===== config.mk =====
export PLATFORM = sky130hd
export DESIGN_NAME = conv_serial_port
export DESIGN_NICKNAME = d
export VERILOG_FILES = /design/src/rtl/conv_sp_pkg.sv /design/src/rtl/sp_edge_detect.sv /design/src/rtl/sp_bit_counter.sv /design/src/rtl/sp_tx_shifter.sv /design/src/rtl/sp_rx_shifter.sv /design/src/rtl/conv_serial_port.sv
export SDC_FILE = /design/constraint.sdc
export NUM_CORES = 1
export LEC_CHECK = 0
export BUFFER_PORTS_ARGS = -buffer_cell sky130_fd_sc_hd__buf_4
export CORE_MARGIN = 3
export CORE_UTILIZATION = 58
export CTS_BUF_LIST = sky130_fd_sc_hd__clkbuf_4 sky130_fd_sc_hd__clkbuf_8
export DETAILED_ROUTE_END_ITERATION = 12
export GPL_TIMING_DRIVEN = 1
export HOLD_SLACK_MARGIN = 0.08
export PLACE_DENSITY = 0.82
export SYNTH_ARGS = -nofsm -noshare
export SYNTH_HDL_FRONTEND = slang
export SYNTH_SLANG_ARGS = --single-unit

===== constraint.sdc =====
create_clock -name clk -period 1.9 [get_ports clk]
set_clock_uncertainty 0.1 [all_clocks]
set_input_delay 0.57 -clock clk [delete_from_list [all_inputs] [get_ports clk]]
set_output_delay 0.57 -clock clk [all_outputs]
set_load 0.01 [all_outputs]

===== src/rtl/conv_sp_pkg.sv =====
package conv_sp_pkg;
  localparam int unsigned SP_WORD_W = 16;

  // width of a counter that indexes the bits of a word
  function automatic int unsigned sp_idx_w(input int unsigned w);
    return (w < 2) ? 1 : $clog2(w);
  endfunction
endpackage


===== src/rtl/sp_edge_detect.sv =====
module sp_edge_detect #(
  parameter int unsigned     N    = 2,
  parameter logic [N-1:0]    IDLE = '1
) (
  input  logic         clk,
  input  logic         rst_n,
  input  logic [N-1:0] lvl,
  output logic [N-1:0] rise,
  output logic [N-1:0] fall
);
  logic [N-1:0] lvl_q;

  always_ff @(posedge clk or negedge rst_n) begin
    if (!rst_n) lvl_q <= IDLE;
    else        lvl_q <= lvl;
  end

  for (genvar g = 0; g < N; g++) begin : g_edge
    assign rise[g] =  lvl[g] & ~lvl_q[g];
    assign fall[g] = ~lvl[g] &  lvl_q[g];
  end
endmodule


===== src/rtl/sp_bit_counter.sv =====
module sp_bit_counter #(
  parameter int unsigned WORD_W = 16,
  parameter int unsigned CNT_W  = 4
) (
  input  logic             clk,
  input  logic             rst_n,
  input  logic             clr,
  input  logic             step,
  output logic [CNT_W-1:0] cnt,
  output logic             first,
  output logic             last
);
  localparam logic [CNT_W-1:0] LAST_IDX = CNT_W'(WORD_W - 1);

  function automatic logic [CNT_W-1:0] next_idx(input logic [CNT_W-1:0] cur);
    return (cur == LAST_IDX) ? '0 : cur + 1'b1;
  endfunction

  always_ff @(posedge clk or negedge rst_n) begin
    if (!rst_n)    cnt <= '0;
    else if (clr)  cnt <= '0;
    else if (step) cnt <= next_idx(cnt);
  end

  assign first = (cnt == '0);
  assign last  = (cnt == LAST_IDX);
endmodule


===== src/rtl/sp_tx_shifter.sv =====
module sp_tx_shifter #(
  parameter int unsigned WORD_W = 16
) (
  input  logic              clk,
  input  logic              rst_n,
  input  logic              active,
  input  logic              fall,
  input  logic              first,
  input  logic [WORD_W-1:0] word_in,
  output logic              sdo
);
  logic [WORD_W-2:0] rest;

  // the top bit of every word on the line is a leading zero
  function automatic logic [WORD_W-1:0] line_word(input logic [WORD_W-1:0] w);
    return {1'b0, w[WORD_W-2:0]};
  endfunction

  always_ff @(posedge clk or negedge rst_n) begin
    if (!rst_n) begin
      sdo  <= 1'b0;
      rest <= '0;
    end else if (!active) begin
      sdo  <= 1'b0;
    end else if (fall) begin
      if (first) begin
        {sdo, rest} <= line_word(word_in);
      end else begin
        sdo  <= rest[WORD_W-2];
        rest <= {rest[WORD_W-3:0], 1'b0};
      end
    end
  end
endmodule


===== src/rtl/sp_rx_shifter.sv =====
module sp_rx_shifter #(
  parameter int unsigned WORD_W = 16
) (
  input  logic              clk,
  input  logic              rst_n,
  input  logic              active,
  input  logic              rise,
  input  logic              last,
  input  logic              sdi,
  output logic [WORD_W-1:0] word,
  output logic              valid
);
  logic [WORD_W-2:0] part;

  function automatic logic [WORD_W-1:0] finish_word(input logic [WORD_W-2:0] p,
                                                    input logic b);
    return {p, b};
  endfunction

  always_ff @(posedge clk or negedge rst_n) begin
    if (!rst_n) begin
      part  <= '0;
      word  <= '0;
      valid <= 1'b0;
    end else begin
      valid <= 1'b0;
      if (active && rise) begin
        if (last) begin
          word  <= finish_word(part, sdi);
          valid <= 1'b1;
        end else begin
          part  <= {part[WORD_W-3:0], sdi};
        end
      end
    end
  end
endmodule


===== src/rtl/conv_serial_port.sv =====
module conv_serial_port #(
  parameter int unsigned WORD_W = conv_sp_pkg::SP_WORD_W
) (
  input  logic              clk,
  input  logic              rst_n,
  input  logic              frm_n,
  input  logic              sclk,
  input  logic              sdi,
  input  logic [WORD_W-1:0] tx_word,
  output logic              sdo,
  output logic              sdo_oe,
  output logic [WORD_W-1:0] rx_word,
  output logic              rx_valid
);
  localparam int unsigned CNT_W = conv_sp_pkg::sp_idx_w(WORD_W);

  // named internal events, used by the bound checker
  logic [1:0]       lvl_rise, lvl_fall;
  logic             sclk_rise, sclk_fall, frm_fall;
  logic             active;
  logic [CNT_W-1:0] tx_cnt, rx_cnt;
  logic             tx_first, tx_last_unused, rx_first_unused, rx_last;
  logic             tx_start;
  logic             oe_q;

  sp_edge_detect #(.N(2), .IDLE(2'b11)) u_edges (
    .clk  (clk),
    .rst_n(rst_n),
    .lvl  ({frm_n, sclk}),
    .rise (lvl_rise),
    .fall (lvl_fall)
  );

  assign sclk_rise = lvl_rise[0];
  assign sclk_fall = lvl_fall[0];
  assign frm_fall  = lvl_fall[1];
  assign active    = ~frm_n;

  sp_bit_counter #(.WORD_W(WORD_W), .CNT_W(CNT_W)) u_tx_cnt (
    .clk  (clk),
    .rst_n(rst_n),
    .clr  (~active),
    .step (sclk_fall),
    .cnt  (tx_cnt),
    .first(tx_first),
    .last (tx_last_unused)
  );

  sp_bit_counter #(.WORD_W(WORD_W), .CNT_W(CNT_W)) u_rx_cnt (
    .clk  (clk),
    .rst_n(rst_n),
    .clr  (~active),
    .step (sclk_rise),
    .cnt  (rx_cnt),
    .first(rx_first_unused),
    .last (rx_last)
  );

  assign tx_start = active & sclk_fall & tx_first;

  sp_tx_shifter #(.WORD_W(WORD_W)) u_tx (
    .clk    (clk),
    .rst_n  (rst_n),
    .active (active),
    .fall   (sclk_fall),
    .first  (tx_first),
    .word_in(tx_word),
    .sdo    (sdo)
  );

  sp_rx_shifter #(.WORD_W(WORD_W)) u_rx (
    .clk   (clk),
    .rst_n (rst_n),
    .active(active),
    .rise  (sclk_rise),
    .last  (rx_last),
    .sdi   (sdi),
    .word  (rx_word),
    .valid (rx_valid)
  );

  always_ff @(posedge clk or negedge rst_n) begin
    if (!rst_n) oe_q <= 1'b0;
    else        oe_q <= active;
  end

  assign sdo_oe = oe_q;
endmodule


==> summary.txt <==
most common cell in the netlist - dfrtp_1
share of layout cells above drive strength 1 - 41.15%
CP max stage delay - 0.42 ns
unique cell type count in the Yosys netlist - 23
Main synth FF type - dfrtp_1
drt pass-1 iters - 4
H-tree lvl count - 3
Seq/Total Area, Yosys - 58.43%
chip width - 71.47 µm
net switching power - 728.2 µW
final critical-path share of the clock period - 94.85%
Clock Sinks - 58
Critical Path Start - u_tx_cnt.cnt[0]
Top delay family on crit path - flip-flops
CP Launch Type - register
min Tclk post-route - 1.802 ns
Post-synth EDFFs - 0
GR Overflow Total - 0
final core utilization - 77.98%
vias in the first global route - 1589
Vias/cell - 5.389
synthesized instance count - 187
Root Driver - clkbuf_8
DRT Wirelength - 4584 µm
critical path data required time - 2.01 ns
Detailed Place HPWL - 3210 µm
Buf/Inv on CP - 2
Synth Warn # - 0
Async S/R FF share, synth - 100.0%
CP max-delay cell - dfrtp_1
drt initial violations - 103
first-pass GRT wire length - 7603 µm
average wire per standard cell - 15.65 µm
setup violators final - 0
Worst Hold Class - in -> reg
final antenna diode count - 0
Synth Register Bits - 58
maximum vdd drop - 0.6624 mV
worst skew pair latency - 0.33 ns
mapped cell area - 0.002486 mm²
sw frac - 23.16%
Final ANT Viol Nets - 0
crit-path cells - inv_1, ha_1, nor3b_4, buf_12, mux2i_1, a21oi_1
gr usage total - 19.89%
Combinational Power Share - 12.3%
Core Box Area - 0.004058 mm²
Syn Area/Cell - 13.29 µm²
final worst slack - 0.09780 ns
area leader, netlist - dfrtp_1
Power Density - 993.9 mW/mm²
die span in y - 71.47 µm
largest net degree at the start of global routing - 36
fmax - 554.9 MHz
slew margin rel. - 76.47%
Internal - 2417 µW
number of buffers created by CTS - 9
RSZ-0062 raised after global routing - false
post-synth top area share - 57.37%
antenna violations before repair - 0
Setup CP Type - reg -> reg
Rows - 23
final net count - 262
Lkg Pwr - 0.001665 µW
DRC Markers - 0
reg2reg start - u_tx_cnt.cnt[0]
Max Buffers Root-to-Sink - 2
Pins Over Slew Limit - 0
syn nets - 211
critical path fanouts, max - 12
Post-synth top cells - dfrtp_1, a21oi_1, mux2_4, nor2_1, mux2i_1
outcome - finished, final reports clean
Seq pwr share - 47.8%
Min-Delay Startpoint - sdi
GPL Wtd Cong - 0.7737
Slew @ Worst Pin - 0.3525 ns
MaxCap Viol Count - 0
Clock Power Share - 39.9%
CTS tree - built
largest cells by area after synthesis - dfrtp_1, mux2_4, mux2i_1
Ports - 40
Worst-path clk slew - 0.06 ns
fillcell total - 243
endpoint class of the critical path - register
die area - 0.005108 mm²
vias - 1579
area delta synth->final - 27.28%
initial core utilization - 61.27%
pre-CTS setup slack - -0.01222 ns
Crit path arrival time - 1.91 ns
Hold Violations, Final - 0
Buffers on Ports - 38
[area by class of cell]
class,count,area (µm²),share of cell area [%]
clock buffer,11,145.1,4.587
clock inverter,5,77.57,2.452
inverter,5,18.77,0.5931
multi-input combinational,114,967.2,30.57
sequential,58,1453,45.91
tap,50,62.56,1.977
timing repair buffer,50,440.4,13.92
[metrics by stage]
stage,area [µm²],TNS (ns),std cells,power (µW),hold WS [ns]
3_5_place_dp,2910,-0.01222,274,1903,0.3891
5_1_grt,3164,0,293,3290,0.3725
2_1_floorplan,2486,0,187,1751,0.1744
6_report,3164,0,293,3145,0.3834
4_1_cts,3149,0,291,3166,0.3708
3_3_place_gp,2910,0,274,1870,0.3823
[power groups by stage]
stage	clock network, µW	logic, µW	registers (µW)
2_1_floorplan	0	259	1490
3_5_place_dp	0	380	1520
4_1_cts	1280	388	1500
6_report	1250	386	1500
3_3_place_gp	0	357	1510
5_1_grt	1340	422	1530
[cell usage in the layout (no fill, tap or decap), types with 3 or more instances in the layout]
master	netlist	routed
buf_12	0	5
inv_1	5	5
dfrtp_1	57	57
o21ai_0	4	4
ha_1	3	3
mux2_2	13	13
nor2_1	18	18
a21oi_1	20	20
mux2i_1	16	16
mux2_4	18	18
nand2_1	4	4
clkbuf_8	0	10
buf_4	0	44
nand3b_1	4	4
[registers in the layout, summed over array words and instances, names as in the netlist]
signal	cells
u_tx_cnt.cnt	4
u_tx.rest	15
u_rx_cnt.cnt	4
u_rx.part	15
u_rx.word	16
sdo_oe	1
u_edges.lvl_q	1
u_tx.sdo	1
u_rx.valid	1
[logic make-up (layout without fill, tap and decap cells)]
family / after synthesis / in the layout / synth area share, %
buf+inv: 15 / 71 / 3.321
xor+xnor: 2 / 2 / 0.7047
flops: 58 / 58 / 58.43
compound gates: 26 / 26 / 5.637
mux: 47 / 47 / 23.20
simple gates: 36 / 36 / 7.196
fa+ha+maj: 3 / 3 / 1.510
[what timing repair did]
| action | 4_1_cts | 5_1_grt |
|---|---|---|
| hold endpoints to repair | 22 | 0 |
| cloned | 0 | 0 |
| buffers inserted | 0 | 2 |
| setup endpoints to repair | 5 | 4 |
| resized for setup | 1 | 0 |
| hold buffers | 1 | 0 |
[path summary, 6_finish.rpt]
path | endpoint | slack (ns) | cells after the start
setup / recovery | u_tx.rest[10] | 0.1 | 6
hold / removal | u_rx.word[0] | 0.38 | 2
setup reg to reg | u_tx.rest[10] | 0.1 | 6
hold reg to reg | u_rx.word[1] | 0.41 | 1
max in group asynchronous | u_rx.word[13] | 0.64 | 3
min in group asynchronous | u_tx_cnt.cnt[3] | 0.60 | 2
[per-layer routing]
metal  GRT usage [%]  vias to the layer above  share of wire [%]
li1                -                      756                  -
met1           24.98                      766                 42
met2           30.31                       48                 50
met3           7.433                        9                5.9
met4           10.02                        0                2.1
met5               0                        -                  0
(Power assumes the default switching activity.)
